==> config.mk <==
export PLATFORM = sky130hd
export DESIGN_NAME = mbw_window
export DESIGN_NICKNAME = d
export VERILOG_FILES = /design/src/rtl/mbw_pkg.sv /design/src/rtl/mbw_decode.sv /design/src/rtl/mbw_reg.sv /design/src/rtl/mbw_addr_form.sv /design/src/rtl/mbw_window.sv
export SDC_FILE = /design/constraint.sdc
export NUM_CORES = 1
export LEC_CHECK = 0
export BUFFER_PORTS_ARGS = -buffer_cell sky130_fd_sc_hd__buf_4
export CAP_MARGIN = 20
export CORE_MARGIN = 2
export CORE_UTILIZATION = 25
export DETAILED_ROUTE_END_ITERATION = 6
export PLACE_DENSITY = 0.66
export SLEW_MARGIN = 20
export SYNTH_ARGS = -nofsm -noshare
export SYNTH_HDL_FRONTEND = slang
export SYNTH_SLANG_ARGS = --single-unit
==> constraint.sdc <==
create_clock -name clk -period 1.26 [get_ports clk]
set_input_delay 0.063 -clock clk [delete_from_list [all_inputs] [get_ports clk]]
set_output_delay 0.063 -clock clk [all_outputs]
set_load 0.05 [all_outputs]
==> src/rtl/mbw_pkg.sv <==
package mbw_pkg;

  localparam int unsigned DATA_W = 8;
  localparam int unsigned OFFS_W = 8;

  typedef enum logic [1:0] {
    TGT_NONE  = 2'd0,
    TGT_PAGE  = 2'd1,
    TGT_BLOCK = 2'd2
  } reg_tgt_e;

  // Partial decode: only the area strobe, the write strobe, A7 and A0 matter.
  function automatic reg_tgt_e decode_target(input logic area, input logic wr,
                                             input logic a7, input logic a0);
    reg_tgt_e t;
    t = TGT_NONE;
    if (area && wr && a7) begin
      t = a0 ? TGT_BLOCK : TGT_PAGE;
    end
    return t;
  endfunction

endpackage

==> src/rtl/mbw_decode.sv <==
module mbw_decode
  import mbw_pkg::*;
(
  input  logic             reg_area,
  input  logic             wr_en,
  input  logic [OFFS_W-1:0] addr,
  output logic             wr_blk,
  output logic             wr_pg
);

  reg_tgt_e tgt;

  always_comb begin
    tgt    = decode_target(reg_area, wr_en, addr[OFFS_W-1], addr[0]);
    wr_blk = (tgt == TGT_BLOCK);
    wr_pg  = (tgt == TGT_PAGE);
  end

endmodule

==> src/rtl/mbw_reg.sv <==
module mbw_reg #(
  parameter int unsigned W      = 5,
  parameter int unsigned DATA_W = 8
) (
  input  logic              clk,
  input  logic              rst_n,
  input  logic              we,
  input  logic [DATA_W-1:0] d,
  output logic [W-1:0]      q
);

  logic [W-1:0] d_kept;

  generate
    if (W >= DATA_W) begin : g_full
      always_comb begin
        d_kept = '0;
        d_kept[DATA_W-1:0] = d;
      end
    end else begin : g_slice
      assign d_kept = d[W-1:0];
    end
  endgenerate

  always_ff @(posedge clk or negedge rst_n) begin
    if (!rst_n) begin
      q <= '0;
    end else if (we) begin
      q <= d_kept;
    end
  end

endmodule

==> src/rtl/mbw_addr_form.sv <==
module mbw_addr_form #(
  parameter int unsigned BLK_W  = 5,
  parameter int unsigned PG_W   = 6,
  parameter int unsigned OFFS_W = 8,
  localparam int unsigned AW    = BLK_W + PG_W + OFFS_W
) (
  input  logic [BLK_W-1:0]  blk,
  input  logic [PG_W-1:0]   pg,
  input  logic [OFFS_W-1:0] offs,
  output logic [AW-1:0]     xaddr
);

  assign xaddr = {blk, pg, offs};

endmodule

==> src/rtl/mbw_window.sv <==
module mbw_window
  import mbw_pkg::*;
#(
  parameter int unsigned BLOCK_BITS = 5,
  parameter int unsigned PAGE_BITS  = 6
) (
  input  logic                                  clk,
  input  logic                                  rst_n,
  input  logic                                  reg_area,
  input  logic                                  win_sel,
  input  logic                                  wr_en,
  input  logic [7:0]                            addr,
  input  logic [7:0]                            wdata,
  output logic [BLOCK_BITS+PAGE_BITS+7:0]       mem_addr,
  output logic                                  win_cs
);

  logic                  wr_blk;
  logic                  wr_pg;
  logic [BLOCK_BITS-1:0] blk_q;
  logic [PAGE_BITS-1:0]  pg_q;

  mbw_decode u_dec (
    .reg_area (reg_area),
    .wr_en    (wr_en),
    .addr     (addr),
    .wr_blk   (wr_blk),
    .wr_pg    (wr_pg)
  );

  mbw_reg #(.W(BLOCK_BITS), .DATA_W(DATA_W)) u_blk (
    .clk (clk), .rst_n (rst_n), .we (wr_blk), .d (wdata), .q (blk_q)
  );

  mbw_reg #(.W(PAGE_BITS), .DATA_W(DATA_W)) u_pg (
    .clk (clk), .rst_n (rst_n), .we (wr_pg), .d (wdata), .q (pg_q)
  );

  mbw_addr_form #(.BLK_W(BLOCK_BITS), .PG_W(PAGE_BITS), .OFFS_W(OFFS_W)) u_form (
    .blk   (blk_q),
    .pg    (pg_q),
    .offs  (addr),
    .xaddr (mem_addr)
  );

  assign win_cs = win_sel;

endmodule

==> impl_metrics.toml, run 1 <==
[route]
drtAntennaViolNets = 0
via_count = 323
met3WireLength_um = 113
first_pass_iters = 3
wirelength_met1_um = 385
wl_um = 919
detail_route.wl_per_cell_um = 11.78
residual_drc = 0
top_layer_used = "met3"
met2_wirelength_um = 420
drt_iter0_drc = 1
drt-vias-per-instance = 4.141

[cts]
cts.reportedPaths.clkPinSlew_ns = 0.07
clock_latency_ns = 0.26
cts.path.max_buffers = 2
tritoncts_num_sinks = 11
post-cts-setup-buffers = 0
root_buffer = "sky130_fd_sc_hd__clkbuf_4"
clock_tree_from_tritoncts = "built"
cts.htree.levels = 1
cts_inserted_buffers = 3

[sta]
time_the_final_worst_path_needs_with_i_o_delays_and_setup_ns = 0.8938
fin_skew_ns = 0
hold_viol_final = 0
rsz0062_at_grt = "false"
slew_viol_final = 0
fmax_mhz = 1119
fin_setup_tns_ns = 0
finalWorstSetupSlack_ns = 0.3662
tightest_slew_ns = 0.3141
final-setup-viol-count = 0
slew-limit-headroom = 0.7900
min_period_over_period = 0.7094

[global_routing]
largest_net_degree_at_the_start_of_global_routing = 12
global_route.overflow_total = 0
track_usage = 0.08162
grt_antenna_before_repair = 0
first_global_vias = 300
wire_length_of_the_first_global_routing_pass_um = 1235

[final_layout]
layout.cells.most_common = "sky130_fd_sc_hd__buf_4"
area_delta_synth_final_pct = 36.92
finalNonFillerCells = 78
drive_gt1_frac = 0.7358
insertedDiodeCount = 0
layout.core_utilization = 0.3747
most-common-layout-cells = "sky130_fd_sc_hd__buf_4, sky130_fd_sc_hd__mux2_2, sky130_fd_sc_hd__dfrtp_1"
finish.net_count = 75

[critical_path]
crit_path_max_fanout = 2
crit_path_cell_trace = "buf_4"
cp.required_ns = 1.20
crit_family = "flip-flops"
path_buf_inv = 1
crit_path_max_incr_delay_ns = 0.38
worst_setup_path_start_kind = "register"
worst-setup-path-type = "reg2out"
worst-endpoint-arrival_ns = 0.83
critPathSlowestCell = "sky130_fd_sc_hd__dfrtp_1"
critPathCaptureType = "primary output"

[synth]
synth.lib_cells_used.distinct = 5
synth_nets = 54
synth_seq_area_share = 0.5641
yosysTopAreaCellShare = 0.5641
netlist.top_cell.by_area = "sky130_fd_sc_hd__dfrtp_1"
syn-cell-area_um2 = 488.0
ys.warnings.count = 0
post_synth_main_area_contributors = "sky130_fd_sc_hd__dfrtp_1, sky130_fd_sc_hd__mux2_2, sky130_fd_sc_hd__buf_4, sky130_fd_sc_hd__nand4b_2, sky130_fd_sc_hd__nand4_1"
synth_seq_cells = 11
netlist_instances = 33
post_synth.cell_area_avg_um2 = 14.79

[outcome]
run_status = "finished clean"

[placement]
detailedPlace.worstSlack_ns = 0.2615
place_congestion = 0.6772
numPortBuffers = 24
placed_cells = 73

[power]
power.share.switching = 0.4081
max-vdd-ir-drop_v = 0.0005075
total_leakage_power_nw = 0.3254
intPower_uw = 738.8
power.switching_uw = 509.3
cellPowerDensity_mw_per_mm2 = 1868
seq_power_share = 0.372
p_comb_frac = 0.439
clkPwrFrac = 0.189

[floorplan]
core_mm2 = 0.001783
start_util = 0.2737
chipHeight_um = 48.18
die_width_um = 48.18
io_pins = 41
die_area_mm2 = 0.002321
num_rows = 15

[flow_run]
number_of_max_capacitance_violations_reported = 0

[worst_hold_path]
min_path_type = "in2reg"
[state kept, by name, indices dropped and copies added (netlist names)]
register,count
u_pg.q,6
u_blk.q,5
[worst paths after layout]
kind,start,end,slack (ns),cells after the start
worst max-delay path,u_blk.q[1]$_DFFE_PN0N_,mem_addr[15],0.37,1
worst min-delay path,wdata[5],u_pg.q[5]$_DFFE_PN0N_,0.03,2
worst max register to register,u_blk.q[1]$_DFFE_PN0N_,u_blk.q[1]$_DFFE_PN0N_,0.51,1
worst min register to register,u_pg.q[0]$_DFFE_PN0N_,u_pg.q[0]$_DFFE_PN0N_,0.51,1
max in group asynchronous,rst_n,u_blk.q[2]$_DFFE_PN0N_,0.94,2
min in group asynchronous,rst_n,u_pg.q[1]$_DFFE_PN0N_,0.17,2
[layer usage]
layer,global-route usage,vias to the layer above
met2,0.1289,24
met4,0.03243,0
met5,0,-
li1,-,147
met1,0.09633,152
met3,0.03704,0
[timing repair]
action / 4_1_cts / 5_1_grt
endpoints found under the hold margin: 11 / 0
hold buffers: 1 / 0
resized for setup: 0 / 0
[synthesized netlist by cell type, drive strengths merged]
cell and instances:
dfrtp 11, mux2 11, buf 9, nand4 1
nand4b 1
[stage by stage]
step / instance area (um^2) / power [mW] / hold slack [ns]
6_report: 668.1 / 1.248 / 0.03424
5_1_grt: 668.1 / 1.315 / 0.02764
4_1_cts: 668.1 / 1.271 / 0.02237
3_5_place_dp: 631.9 / 1.024 / -0.09158
3_3_place_gp: 631.9 / 1.019 / -0.09404
2_1_floorplan: 488.0 / 0.9010 / -0.2326
[cells by family after synthesis]
logic type / synth area share
mux: 0.2538
buf+inv: 0.1385
flops: 0.5641
simple gates: 0.04359
[power groups by stage]
stage | Combinational [mW] | Clock (mW) | Sequential, mW
4_1_cts | 0.554 | 0.250 | 0.466
3_5_place_dp | 0.551 | 0 | 0.473
6_report | 0.548 | 0.235 | 0.465
5_1_grt | 0.574 | 0.265 | 0.476
3_3_place_gp | 0.546 | 0 | 0.473
2_1_floorplan | 0.150 | 0 | 0.751
[cell type report]
type,instances,area [um^2]
timing repair buffer,25,190.2
sequential,11,275.3
clock buffer,4,26.28
multi-input combinational,13,145.1
fill,174,1115
tap,25,31.28
(Power assumes the default switching activity.)
==> run 2: changes to the inputs <==
Settings changed: PLACE_DENSITY 0.66 to 0.68.
Clock period 1.26 ns to 0.8 ns, I/O delays scaled along.
==> run 2 against run 1 <==
The flow now finishes with violations (setup timing). Clock-buffer cell count unchanged. Wire length is 13% higher. Global-route usage up 2.2 points. Sequential power increased by 72%. First-iteration DRC count shrank 100%. Non-clock buffer count is 2 higher. Total power up 76%. Register-to-register slack lost 0.50 ns. Clock skew unchanged. Clock power increased by 57%.
==> impl_metrics.toml, run 2 (synthesis results as in run 1) <==
[floorplan]
num_rows = 15
start_util = 0.2737
die_width_um = 48.18
die_area_mm2 = 0.002321
chipHeight_um = 48.18
io_pins = 41
core_mm2 = 0.001783

[critical_path]
crit_family = "flip-flops"
worst-setup-path-type = "reg2out"
critPathCaptureType = "primary output"
crit_path_cell_trace = "buf_6"
worst_setup_path_start_kind = "register"
cp.required_ns = 0.76
crit_path_max_incr_delay_ns = 0.42
path_buf_inv = 1
worst-endpoint-arrival_ns = 0.84
crit_path_max_fanout = 2
critPathSlowestCell = "sky130_fd_sc_hd__dfrtp_2"

[route]
met2_wirelength_um = 483
via_count = 323
met3WireLength_um = 102
drt-vias-per-instance = 4.038
drtAntennaViolNets = 0
wl_um = 1043
wirelength_met1_um = 427
residual_drc = 0
drt_iter0_drc = 0
detail_route.wl_per_cell_um = 13.04
first_pass_iters = 1
top_layer_used = "met4"

[final_layout]
finish.net_count = 77
layout.area.seq_um2 = 289.0
area_of_the_multi_input_gates_um2 = 186.4
reg.largest.list = "u_pg.q (6), u_blk.q (5)"
layout.core_utilization = 0.4442
most-common-layout-cells = "sky130_fd_sc_hd__buf_4, sky130_fd_sc_hd__mux2_4, sky130_fd_sc_hd__buf_6, sky130_fd_sc_hd__dfrtp_2, sky130_fd_sc_hd__clkbuf_4"
area_delta_synth_final_pct = 62.31
layout.cells.most_common = "sky130_fd_sc_hd__buf_4"
fin_area_um2 = 792.0
drive_gt1_frac = 0.9455
insertedDiodeCount = 0
fillers = 169
number_of_flip_flops_under_the_largest_register_name = 6
largest-register = "u_pg.q"

[worst_hold_path]
min_path_type = "in2reg"

[cts]
cts.path.max_buffers = 2
clock_latency_ns = 0.26
root_buffer = "sky130_fd_sc_hd__clkbuf_4"
tritoncts_num_sinks = 11
clock_tree_from_tritoncts = "built"
cts.htree.levels = 1
cts_inserted_buffers = 3
post-cts-setup-buffers = 0
cts.reportedPaths.clkPinSlew_ns = 0.06

[placement]
hpwlAfterDp_um = 790.8
numPortBuffers = 24
detailed_place.area_um2 = 714.4
place_congestion = 0.6984

[outcome]
run_status = "finished, violations left"
failed_checks = "setup timing"

[global_routing]
track_usage = 0.1032
first_global_vias = 372
global_route.overflow_total = 0
wire_length_of_the_first_global_routing_pass_um = 1518
grt_antenna_before_repair = 0
largest_net_degree_at_the_start_of_global_routing = 12

[power]
cellPowerDensity_mw_per_mm2 = 2771
total_leakage_power_nw = 0.3966
max-vdd-ir-drop_v = 0.0009644

[sta]
fin_skew_ns = 0
final-setup-viol-count = 11
finalWorstSetupSlack_ns = -0.07853
rsz0062_at_grt = "true"
time_the_final_worst_path_needs_with_i_o_delays_and_setup_ns = 0.8785
hold_viol_final = 0
tightest_slew_ns = 0.3019
slew_viol_final = 0
fmax_mhz = 1138
slew-limit-headroom = 0.7980
min_period_over_period = 1.098

[flow_run]
number_of_max_capacitance_violations_reported = 0
[run 2: cell types whose count changed in the layout (fill, tap and decap cells not counted), sizes merged]
cell and change:
buf +2
[run 2: layout make-up]
type,count,area share
Sequential cell,11,0.3649
Timing Repair Buffer,27,0.3270
Multi-Input combinational cell,13,0.2354
Tap cell,25,0.03949
Clock buffer,4,0.03318
[run 2: path summary, 6_finish.rpt]
| path | startpoint | cells after the start | endpoint | slack, ns |
|---|---|---|---|---|
| worst min register to register | u_blk.q[1]$_DFFE_PN0N_ | 1 | u_blk.q[1]$_DFFE_PN0N_ | 0.53 |
| max in group asynchronous | rst_n | 2 | u_blk.q[1]$_DFFE_PN0N_ | 0.49 |
| worst min-delay path | wdata[4] | 2 | u_blk.q[4]$_DFFE_PN0N_ | 0.01 |
| worst max register to register | u_blk.q[2]$_DFFE_PN0N_ | 1 | u_blk.q[2]$_DFFE_PN0N_ | 0.01 |
| worst max-delay path | u_blk.q[2]$_DFFE_PN0N_ | 1 | mem_addr[16] | -0.08 |
| min in group asynchronous | rst_n | 2 | u_pg.q[0]$_DFFE_PN0N_ | 0.15 |
[run 2: stage by stage]
stage | total power, mW | TNS [ns] | setup WS, ns | hold WS (ns) | std cells
after global routing | 2.297 | -1.092 | -0.1063 | 0.006197 | 80
final | 2.195 | -0.7788 | -0.07853 | 0.01273 | 80
after detailed placement | 1.736 | -1.793 | -0.2433 | -0.1200 | 75
after global placement | 1.723 | -1.579 | -0.2149 | -0.1216 | 75
after floorplan | 1.525 | -1.100 | -0.1001 | -0.2556 | 33
after CTS | 2.212 | -0.8533 | -0.08577 | 0.008422 | 80
[run 2: metal layers]
metal | track usage | up-vias
li1 | - | 151
met1 | 0.1084 | 147
met4 | 0.09730 | 0
met5 | 0 | -
met2 | 0.1763 | 21
met3 | 0.01111 | 4
[run 2: repair_timing]
action | CTS | global route
hold buffers | 1 | 0
hold endpoints to repair | 11 | 0
endpoints found under the setup margin | 11 | 14
gates resized for setup | 11 | 0
[run 2: report_power, final]
group	switching [mW]	total, mW	internal, mW
Clock	0.175	0.368	0.193
Combinational	0.579	1.03	0.449
Sequential	0.0978	0.800	0.702
==> run 3: changes to the inputs <==
Settings changed: CELL_PAD_IN_SITES_DETAIL_PLACEMENT from default to 1, CELL_PAD_IN_SITES_GLOBAL_PLACEMENT from default to 1, CORE_UTILIZATION 25 to 23, PLACE_DENSITY 0.68 to 0.81.
==> run 3 against run 2 <==
The flow still finishes with violations (setup timing). Hold slack lost 0.0043 ns. Sequential cell count unchanged. Via count grew 3.7%. Sequential share of layout area grew 0.47 points. Final area is 1.3% lower. Combinational power is essentially flat. Critical path type unchanged.
==> impl_metrics.toml, run 3 (synthesis results as in run 1) <==
[cts]
cts.path.max_buffers = 2
post-cts-setup-buffers = 0
cts.reportedPaths.clkPinSlew_ns = 0.07
cts_inserted_buffers = 3
tritoncts_num_sinks = 11
root_buffer = "sky130_fd_sc_hd__clkbuf_4"
clock_tree_from_tritoncts = "built"
clock_latency_ns = 0.27
cts.htree.levels = 1

[critical_path]
worst_setup_path_start_kind = "register"
crit_path_max_fanout = 2
crit_family = "flip-flops"
critPathSlowestCell = "sky130_fd_sc_hd__dfrtp_2"
worst-setup-path-type = "reg2out"
crit_path_cell_trace = "buf_6"
cp.required_ns = 0.76
worst-endpoint-arrival_ns = 0.84
path_buf_inv = 1
critPathCaptureType = "primary output"
crit_path_max_incr_delay_ns = 0.42

[sta]
slew_viol_final = 0
hold_viol_final = 0
rsz0062_at_grt = "true"
fin_skew_ns = 0
time_the_final_worst_path_needs_with_i_o_delays_and_setup_ns = 0.8835
min_period_over_period = 1.104
finalWorstSetupSlack_ns = -0.08346
fmax_mhz = 1132
slew-limit-headroom = 0.9074
hold_slack_ns = 0.008412
final-setup-viol-count = 11
tightest_slew_ns = 0.1389

[route]
drt_iter0_drc = 4
wl_um = 1088
detail_route.wl_per_cell_um = 13.27
residual_drc = 0
drt-vias-per-instance = 4.085
first_pass_iters = 4
via_count = 335
drtAntennaViolNets = 0

[floorplan]
die_width_um = 50.06
chipHeight_um = 50.06
die_area_mm2 = 0.002506
core_mm2 = 0.001982
num_rows = 16
start_util = 0.2462
io_pins = 41

[final_layout]
number_of_flip_flops_under_the_largest_register_name = 6
drive_gt1_frac = 0.9455
layout.cells.most_common = "sky130_fd_sc_hd__buf_4"
largest-register = "u_pg.q"
fin_area_um2 = 782.0
area_delta_synth_final_pct = 60.26
finish.net_count = 77
reg.largest.list = "u_pg.q (6), u_blk.q (5)"
insertedDiodeCount = 0
most-common-layout-cells = "sky130_fd_sc_hd__buf_4, sky130_fd_sc_hd__mux2_4, sky130_fd_sc_hd__buf_6, sky130_fd_sc_hd__dfrtp_2, sky130_fd_sc_hd__clkbuf_4"

[flow_run]
number_of_max_capacitance_violations_reported = 0

[placement]
numPortBuffers = 24
place_congestion = 0.6501
detailed_place.area_um2 = 704.4

[global_routing]
global_route.overflow_total = 0
track_usage = 0.1052
wire_length_of_the_first_global_routing_pass_um = 1863
first_global_vias = 367
grt_antenna_before_repair = 0
largest_net_degree_at_the_start_of_global_routing = 12

[outcome]
run_status = "finished, violations left"
failed_checks = "setup timing"

[power]
power.total_mw = 2.189
total_leakage_power_nw = 0.3898
cellPowerDensity_mw_per_mm2 = 2800
max-vdd-ir-drop_v = 0.001128

[worst_hold_path]
min_path_type = "in2reg"
## run 3: cell counts in the layout (fill, tap and decap cells not counted)
No cell type changed its count.
## run 3: through the flow
| step | setup TNS [ns] | utilization | std cells | setup slack, ns |
|---|---|---|---|---|
| floorplan | -1.100 | - | 33 | -0.1001 |
| global placement | -0.9521 | 0.3554 | 77 | -0.1343 |
| detailed placement | -1.150 | 0.3554 | 77 | -0.1602 |
| CTS | -0.9007 | 0.3946 | 82 | -0.09319 |
| global route | -1.119 | 0.3946 | 82 | -0.1095 |
| finish | -0.7838 | 0.3946 | 82 | -0.08346 |
## run 3: metal layers
metal,up-vias,track usage,share of wire,routed length (um)
li1,149,-,-,-
met1,163,0.1298,0.39,425
met2,17,0.1338,0.47,515
met3,6,0.04545,0.097,105
met4,0,0.09722,0.038,41
met5,-,0,0,0
## run 3: power by group
part | total [mW] | internal (mW) | switching [mW] | leakage [nW]
clock | 0.368 | 0.193 | 0.175 | 0.0150
sequential | 0.799 | 0.702 | 0.0968 | 0.120
combinational | 1.02 | 0.444 | 0.578 | 0.255
total | 2.19 | 1.34 | 0.850 | 0.390
## run 3: path summary, 6_finish.rpt
check                           slack, ns                  start                    end  cells past startpoint
worst max register to register       0.01  u_pg.q[1]$_DFFE_PN0N_  u_pg.q[1]$_DFFE_PN0N_                      1
max in group asynchronous            0.49                  rst_n  u_pg.q[2]$_DFFE_PN0N_                      2
min in group asynchronous            0.15                  rst_n  u_pg.q[0]$_DFFE_PN0N_                      2
worst max-delay path                -0.08  u_pg.q[1]$_DFFE_PN0N_            mem_addr[9]                      1
worst min register to register       0.53  u_pg.q[5]$_DFFE_PN0N_  u_pg.q[5]$_DFFE_PN0N_                      1
worst min-delay path                0.008               wdata[5]  u_pg.q[5]$_DFFE_PN0N_                      2
## run 3: area by class of cell
| class | count | area (um^2) |
|---|---|---|
| multi-input combinational | 13 | 186.4 |
| clock buffer | 4 | 26.28 |
| tap | 27 | 33.78 |
| timing repair buffer | 27 | 246.5 |
| fill | 216 | 1200 |
| sequential | 11 | 289.0 |
## run 3: what timing repair did
| item | in CTS | in global routing |
|---|---|---|
| hold buffers | 1 | 0 |
| gates resized for setup | 11 | 0 |
| gates cloned | 0 | 0 |
| endpoints found under the setup margin | 11 | 14 |
| endpoints found under the hold margin | 11 | 0 |
